`src/rtl/selclk_pkg.sv`:
```
package selclk_pkg;

    localparam int DIV_W    = 6;
    localparam int STOP_POS = 8;
    localparam int SEL_MAXW = 3;
    localparam logic [31:0] CTRL_RESET = 32'h0000_013F;

    typedef struct packed {
        logic                stop;
        logic [SEL_MAXW-1:0] sel;
        logic [DIV_W-1:0]    div_m1;
    } div_cfg_t;

    function automatic int sel_width(input int n_src);
        if (n_src == 8)      return 3;
        else if (n_src == 4) return 2;
        else                 return 0;
    endfunction

    function automatic int sel_lsb(input int n_src);
        if (n_src == 8)      return 12;
        else if (n_src == 4) return 6;
        else                 return 0;
    endfunction

    function automatic logic [31:0] write_mask(input int n_src);
        logic [31:0] m;
        m = (32'd1 << STOP_POS) | ((32'd1 << DIV_W) - 32'd1);
        if (sel_width(n_src) > 0)
            m = m | (((32'd1 << sel_width(n_src)) - 32'd1) << sel_lsb(n_src));
        return m;
    endfunction

    // A stopped word never keeps a zero divide field.
    function automatic logic [31:0] repair_word(input logic [31:0] v);
        logic [31:0] r;
        r = v;
        if (r[STOP_POS] && (r[DIV_W-1:0] == '0))
            r[DIV_W-1:0] = '1;
        return r;
    endfunction

endpackage

```
`src/rtl/selclk_regs.sv`:
```
module selclk_regs
    import selclk_pkg::*;
#(
    parameter int NUM_SRC = 8
) (
    input  logic        clk,
    input  logic        rst,
    input  logic        we,
    input  logic [31:0] wdata,
    output logic [31:0] rdata,
    output div_cfg_t    cfg
);
    localparam logic [31:0] MASK = write_mask(NUM_SRC);
    localparam int SW = sel_width(NUM_SRC);
    localparam int SL = sel_lsb(NUM_SRC);
    localparam logic [SEL_MAXW-1:0] SEL_MASK = SEL_MAXW'((1 << SW) - 1);

    logic [31:0] ctrl_q;
    logic [31:0] sel_shift;

    always_ff @(posedge clk) begin
        if (rst)
            ctrl_q <= CTRL_RESET;
        else if (we)
            ctrl_q <= repair_word(wdata & MASK);
    end

    always_comb begin
        sel_shift  = ctrl_q >> SL;
        cfg.div_m1 = ctrl_q[DIV_W-1:0];
        cfg.stop   = ctrl_q[STOP_POS];
        cfg.sel    = sel_shift[SEL_MAXW-1:0] & SEL_MASK;
    end

    assign rdata = ctrl_q;

    p_stop_div_nonzero_r9: assert property (@(posedge clk) disable iff (rst)
        ctrl_q[STOP_POS] |-> (ctrl_q[DIV_W-1:0] != '0));
    p_unused_zero_r10: assert property (@(posedge clk) disable iff (rst)
        (ctrl_q & ~MASK) == 32'd0);
    p_hold_without_write_r10: assert property (@(posedge clk) disable iff (rst)
        !we |=> $stable(ctrl_q));

endmodule

```
`src/rtl/selclk_srcsel.sv`:
```
module selclk_srcsel
    import selclk_pkg::*;
#(
    parameter int NUM_SRC = 8
) (
    input  logic [NUM_SRC-1:0]  src_tick,
    input  logic [SEL_MAXW-1:0] act_sel,
    output logic                tick
);
    localparam int SW  = sel_width(NUM_SRC);
    localparam int SWX = (SW > 0) ? SW : 1;

    generate
        if (SW == 0) begin : g_single
            assign tick = src_tick[0];
        end else begin : g_mux
            logic [SWX-1:0] idx;
            assign idx  = act_sel[SWX-1:0];
            assign tick = src_tick[idx];
        end
    endgenerate

endmodule

```
`src/rtl/selclk_core.sv`:
```
module selclk_core
    import selclk_pkg::*;
(
    input  logic                clk,
    input  logic                rst,
    input  logic                tick,
    input  div_cfg_t            cfg,
    output logic [SEL_MAXW-1:0] act_sel,
    output logic                div_out
);
    logic [DIV_W-1:0]    cnt_q, cnt_n;
    logic [DIV_W-1:0]    act_q, act_n;
    logic [SEL_MAXW-1:0] sel_q, sel_n;
    logic                run_q, run_n;
    logic                out_q, out_n;
    logic                boundary;
    logic [DIV_W:0]      half;

    // A period closes on the last count, or on any pulse while stopped.
    assign boundary = tick && (!run_q || (cnt_q == act_q));

    always_comb begin
        run_n = run_q;
        act_n = act_q;
        cnt_n = cnt_q;
        if (tick) begin
            if (boundary) begin
                run_n = !cfg.stop;
                act_n = cfg.div_m1;
                cnt_n = '0;
            end else begin
                cnt_n = cnt_q + 1'b1;
            end
        end
        half = ({1'b0, act_n} + 1'b1) >> 1;
        if (!run_n)
            out_n = 1'b0;
        else if (act_n == '0)
            out_n = tick;
        else
            out_n = ({1'b0, cnt_n} < half);
        sel_n = (!run_q || boundary) ? cfg.sel : sel_q;
    end

    always_ff @(posedge clk) begin
        if (rst) begin
            cnt_q <= '0;
            act_q <= '1;
            sel_q <= '0;
            run_q <= 1'b0;
            out_q <= 1'b0;
        end else begin
            cnt_q <= cnt_n;
            act_q <= act_n;
            sel_q <= sel_n;
            run_q <= run_n;
            out_q <= out_n;
        end
    end

    assign act_sel = sel_q;
    assign div_out = out_q;

    p_rise_after_tick_r3: assert property (@(posedge clk) disable iff (rst)
        $rose(out_q) |-> $past(tick));
    p_ratio_at_boundary_r7: assert property (@(posedge clk) disable iff (rst)
        !$stable(act_q) |-> $past(boundary));
    p_run_at_boundary_r6: assert property (@(posedge clk) disable iff (rst)
        !$stable(run_q) |-> $past(boundary));
    p_stop_in_low_phase_r6: assert property (@(posedge clk) disable iff (rst)
        ($fell(run_q) && ($past(act_q) != '0)) |-> !$past(out_q));
    p_stopped_quiet_r5: assert property (@(posedge clk) disable iff (rst)
        (!run_q && !tick) |=> !out_q);

endmodule

```
`src/rtl/selclk_divider.sv`:
```
module selclk_divider
    import selclk_pkg::*;
#(
    parameter int NUM_SRC = 8
) (
    input  logic               clk,
    input  logic               rst,
    input  logic               reg_we,
    input  logic [31:0]        reg_wdata,
    output logic [31:0]        reg_rdata,
    input  logic [NUM_SRC-1:0] src_tick,
    output logic               div_out,
    output logic               clk_enabled
);
    div_cfg_t            cfg;
    logic [SEL_MAXW-1:0] act_sel;
    logic                sel_tick;

    selclk_regs #(.NUM_SRC(NUM_SRC)) u_regs (
        .clk   (clk),
        .rst   (rst),
        .we    (reg_we),
        .wdata (reg_wdata),
        .rdata (reg_rdata),
        .cfg   (cfg)
    );

    selclk_srcsel #(.NUM_SRC(NUM_SRC)) u_srcsel (
        .src_tick (src_tick),
        .act_sel  (act_sel),
        .tick     (sel_tick)
    );

    selclk_core u_core (
        .clk     (clk),
        .rst     (rst),
        .tick    (sel_tick),
        .cfg     (cfg),
        .act_sel (act_sel),
        .div_out (div_out)
    );

    assign clk_enabled = !cfg.stop;

endmodule

```
`config.mk`:
```
export PLATFORM = sky130hd
export DESIGN_NAME = selclk_divider
export DESIGN_NICKNAME = d
export VERILOG_FILES = /design/src/rtl/selclk_pkg.sv /design/src/rtl/selclk_regs.sv /design/src/rtl/selclk_srcsel.sv /design/src/rtl/selclk_core.sv /design/src/rtl/selclk_divider.sv
export SDC_FILE = /design/constraint.sdc
export NUM_CORES = 1
export LEC_CHECK = 0
export CAP_MARGIN = 10
export CORE_MARGIN = 2
export CORE_UTILIZATION = 43
export CTS_CLUSTER_DIAMETER = 200
export CTS_CLUSTER_SIZE = 16
export DETAILED_ROUTE_END_ITERATION = 7
export GPL_TIMING_DRIVEN = 1
export PLACE_DENSITY = 0.91
export SYNTH_ARGS = -nofsm -noshare
export SYNTH_HDL_FRONTEND = slang
export SYNTH_SLANG_ARGS = --single-unit
```
`constraint.sdc`:
```
create_clock -name clk -period 4 [get_ports clk]
set_input_delay 1.2 -clock clk [delete_from_list [all_inputs] [get_ports clk]]
set_output_delay 1.2 -clock clk [all_outputs]
set_load 0.01 [all_outputs]
```
==> run metrics <==
Max Transition Viols Final=0; setup violators final=0; switching share of power=33.3%; number of global-route vias before repair=1471; count of cell types in the netlist=45; cell internal pwr=between 0.0004 and 0.0005 W; drt pass-1 iters=4; Max Fclk=257 MHz; Die Y=68.9 um; total CTS buffers=3; Die Wd=68.9 um; CORE AREA=~4000 um2; Mapped Cells=219; Syn-to-layout area delta=20.8%; crit path kind=in -> reg; Post-CTS Setup Inserts=0; total power=~0.00073 W; Initial Util=between 40% and 50%; setup slack at placement=-0.208 ns; via/cell ratio=5.53; drt wl/cell=between 10 and 15 um; Tmin final=around 3.9 ns; Synth Area per Inst=8.28 um2; initial DRC count=57; crit path DAT=4.07 ns; clk sinks=27; CTS tree=built; Root Driver=clkbuf_8; Clk pin slew, worst setup/hold paths=0.09 ns; Clock Tree Buf Depth=2; CP max FO=4; final setup margin=0.104 ns; Synth top area share=29.8%; H-tree lvl count=1; sw power=0.000244 W; number of buffer cells added on primary ports=32; Slew @ Worst Pin=0.697 ns; top cells by area, synth=dfxtp_1 (30%), buf_4 (9.5%), xnor2_1 (6.3%), nand2_1 (5.8%), nand3_1 (5.8%); first-pass GRT wire length=6810 um; total wire length=between 4000 and 5000 um; DRC violations left=0; die footprint=4750 um2; Setup crit end kind=flip-flop; GR Overflow Total=0; sequential power share=42.9%; Clock power frac=21.5%; Comb pwr share=35.6%; flops & latches, synth=27; PwrDens=335 nW/um2; # diodes=0; Clock Skew=0.00477 ns; GRT Overall Usage=19.4%; peak supply drop=0.274 mV; I/O Pins=77; WP data required=4.17 ns; Filler Cells Inserted=339; Vias=1669; CP Launch Type=primary input; synthesized area=~1800 um2; FP Rows=23; global placement routability congestion=0.847; RSZ-0062 raised after global routing=no; Final Util=54.4%; Tcrit/Tclk final=97.4%; hold crit path type=reg -> reg; sequential area share after synthesis=29.8%; Layout Nets=303; Yosys warning count=0; max_slew headroom=53.5%; initial antenna violation count=0; Leak Pwr=~0.90 nW; final antenna-violating net count=0; share of cells above drive strength 1=8.73%; final-report hold violation count=0; cell taking the most area after synthesis=dfxtp_1; Max Cap Violations=0; status=complete, no violations; clk_lat worst skew=0.28 ns; dpl hpwl=between 3000 and 4000 um; largest net degree at the start of global routing=25
[power groups by stage]
stage | Sequential, W | Clock [W] | Combinational, W
after floorplan | 0.000312 | 0 | 0.000183
after global placement | 0.000318 | 0 | 0.000239
after detailed placement | 0.000319 | 0 | 0.000251
after CTS | 0.000313 | 0.000160 | 0.000253
after global routing | 0.000316 | 0.000168 | 0.000287
final | 0.000314 | 0.000158 | 0.000261
[layout by cell type, fill, tap and decap left out, drive strengths merged, types with 10 or more instances in the layout]
cell type / Yosys / final
buf: 27 / 10
clkdlybuf4s50: 0 / 32
conb: 1 / 22
dfxtp: 27 / 27
mux2i: 10 / 10
nand2: 29 / 29
nand3: 21 / 21
nor2: 10 / 10
o21ai: 13 / 13
xnor2: 13 / 13
[metrics by stage]
| stage | instance area (um2) | std cells | hold WS, ns | TNS (ns) |
|---|---|---|---|---|
| finish | 2190 | 302 | 0.484 | 0 |
| global route | 2190 | 302 | 0.515 | 0 |
| CTS | 2170 | 302 | 0.486 | 0 |
| detailed placement | 2130 | 298 | 0.471 | -0.208 |
| global placement | 2130 | 298 | 0.464 | -0.0883 |
| floorplan | 1890 | 240 | 0.461 | 0 |
[per-layer routing]
| metal | global-route usage (%) | routed length [um] |
|---|---|---|
| met5 | 0 | 0 |
| met4 | 9.07 | 154 |
| met3 | 2.27 | 261 |
| met2 | 34.1 | 2330 |
| met1 | 23.3 | 1650 |
[cell usage after synthesis, drive strengths merged]
cell type and instances:
ha 7, buf 27, mux2i 10, nand2 29
mux4 2, nor3 2, conb 1, nand2b 2
o21a 1, o2bb2ai 1, a22oi 1, a22o 1
a31oi 1, a21boi 2, o211ai 1, o311ai 1
dfxtp 27, or3 1, and3 2, nand4 3
nor4 3, nand3 21, o22ai 6, a21o 3
inv 3, mux2 3, and2 5, a21oi 4
a32o 2, xnor2 13, nor2b 1, o21ai 13
a221oi 1, xor2 1, nor2 10, o221ai 1
clkbuf 7
[final timing paths]
path,cells past startpoint,start,to,slack (ns)
max,11,src_tick[5],u_core.div_out,0.10
min,2,u_regs.rdata[14],u_core.act_sel[2],0.48
max reg2reg,11,u_core.cnt_q[2],u_core.div_out,0.95
min reg2reg,2,u_regs.rdata[14],u_core.act_sel[2],0.48
[kinds of logic after synthesis]
kind of cell,Yosys count,synth area share (%)
xor gates and xnor gates,14,6.76
adders and majority gates,7,4.83
AOI/OAI and AO/OA,39,15.0
buffers and inverters,37,12.9
DFF,27,29.8
other,1,0.207
and+or+nand+nor,79,20.4
muxes,15,10.1
[worst max-delay path: stages]
cell and delay [ns]:
clkdlybuf4s50_1 0.40, mux4_2 0.52, mux2_4 0.30, nand2_2 0.14, mux2_1 0.37, ha_1 0.33, nand4_1 0.10, nor2_1 0.25
a22oi_1 0.13, o221ai_1 0.21, a21boi_1 0.10
[state kept, by name, summed over array words and instances (netlist names)]
signal,flops
u_core.act_q,6
u_regs.rdata,10
u_core.cnt_q,6
u_core.act_sel,3
u_core.run_q,1
u_core.div_out,1
[area by class of cell]
cell class / instances / area (um2) / share of cell area (%)
Tap cell: 50 / 62.6 / 2.86
Timing Repair Buffer: 42 / 395 / 18.0
Inverter: 3 / 11.3 / 0.514
Multi-Input combinational cell: 176 / 1140 / 51.9
Clock buffer: 4 / 45.0 / 2.06
Sequential cell: 27 / 541 / 24.7
[timing repair]
| action | 4_1_cts | 5_1_grt |
|---|---|---|
| hold buffers | 0 | 0 |
| setup endpoints to repair | 0 | 1 |
| gates resized for setup | 0 | 3 |
(Power assumes the default switching activity.)
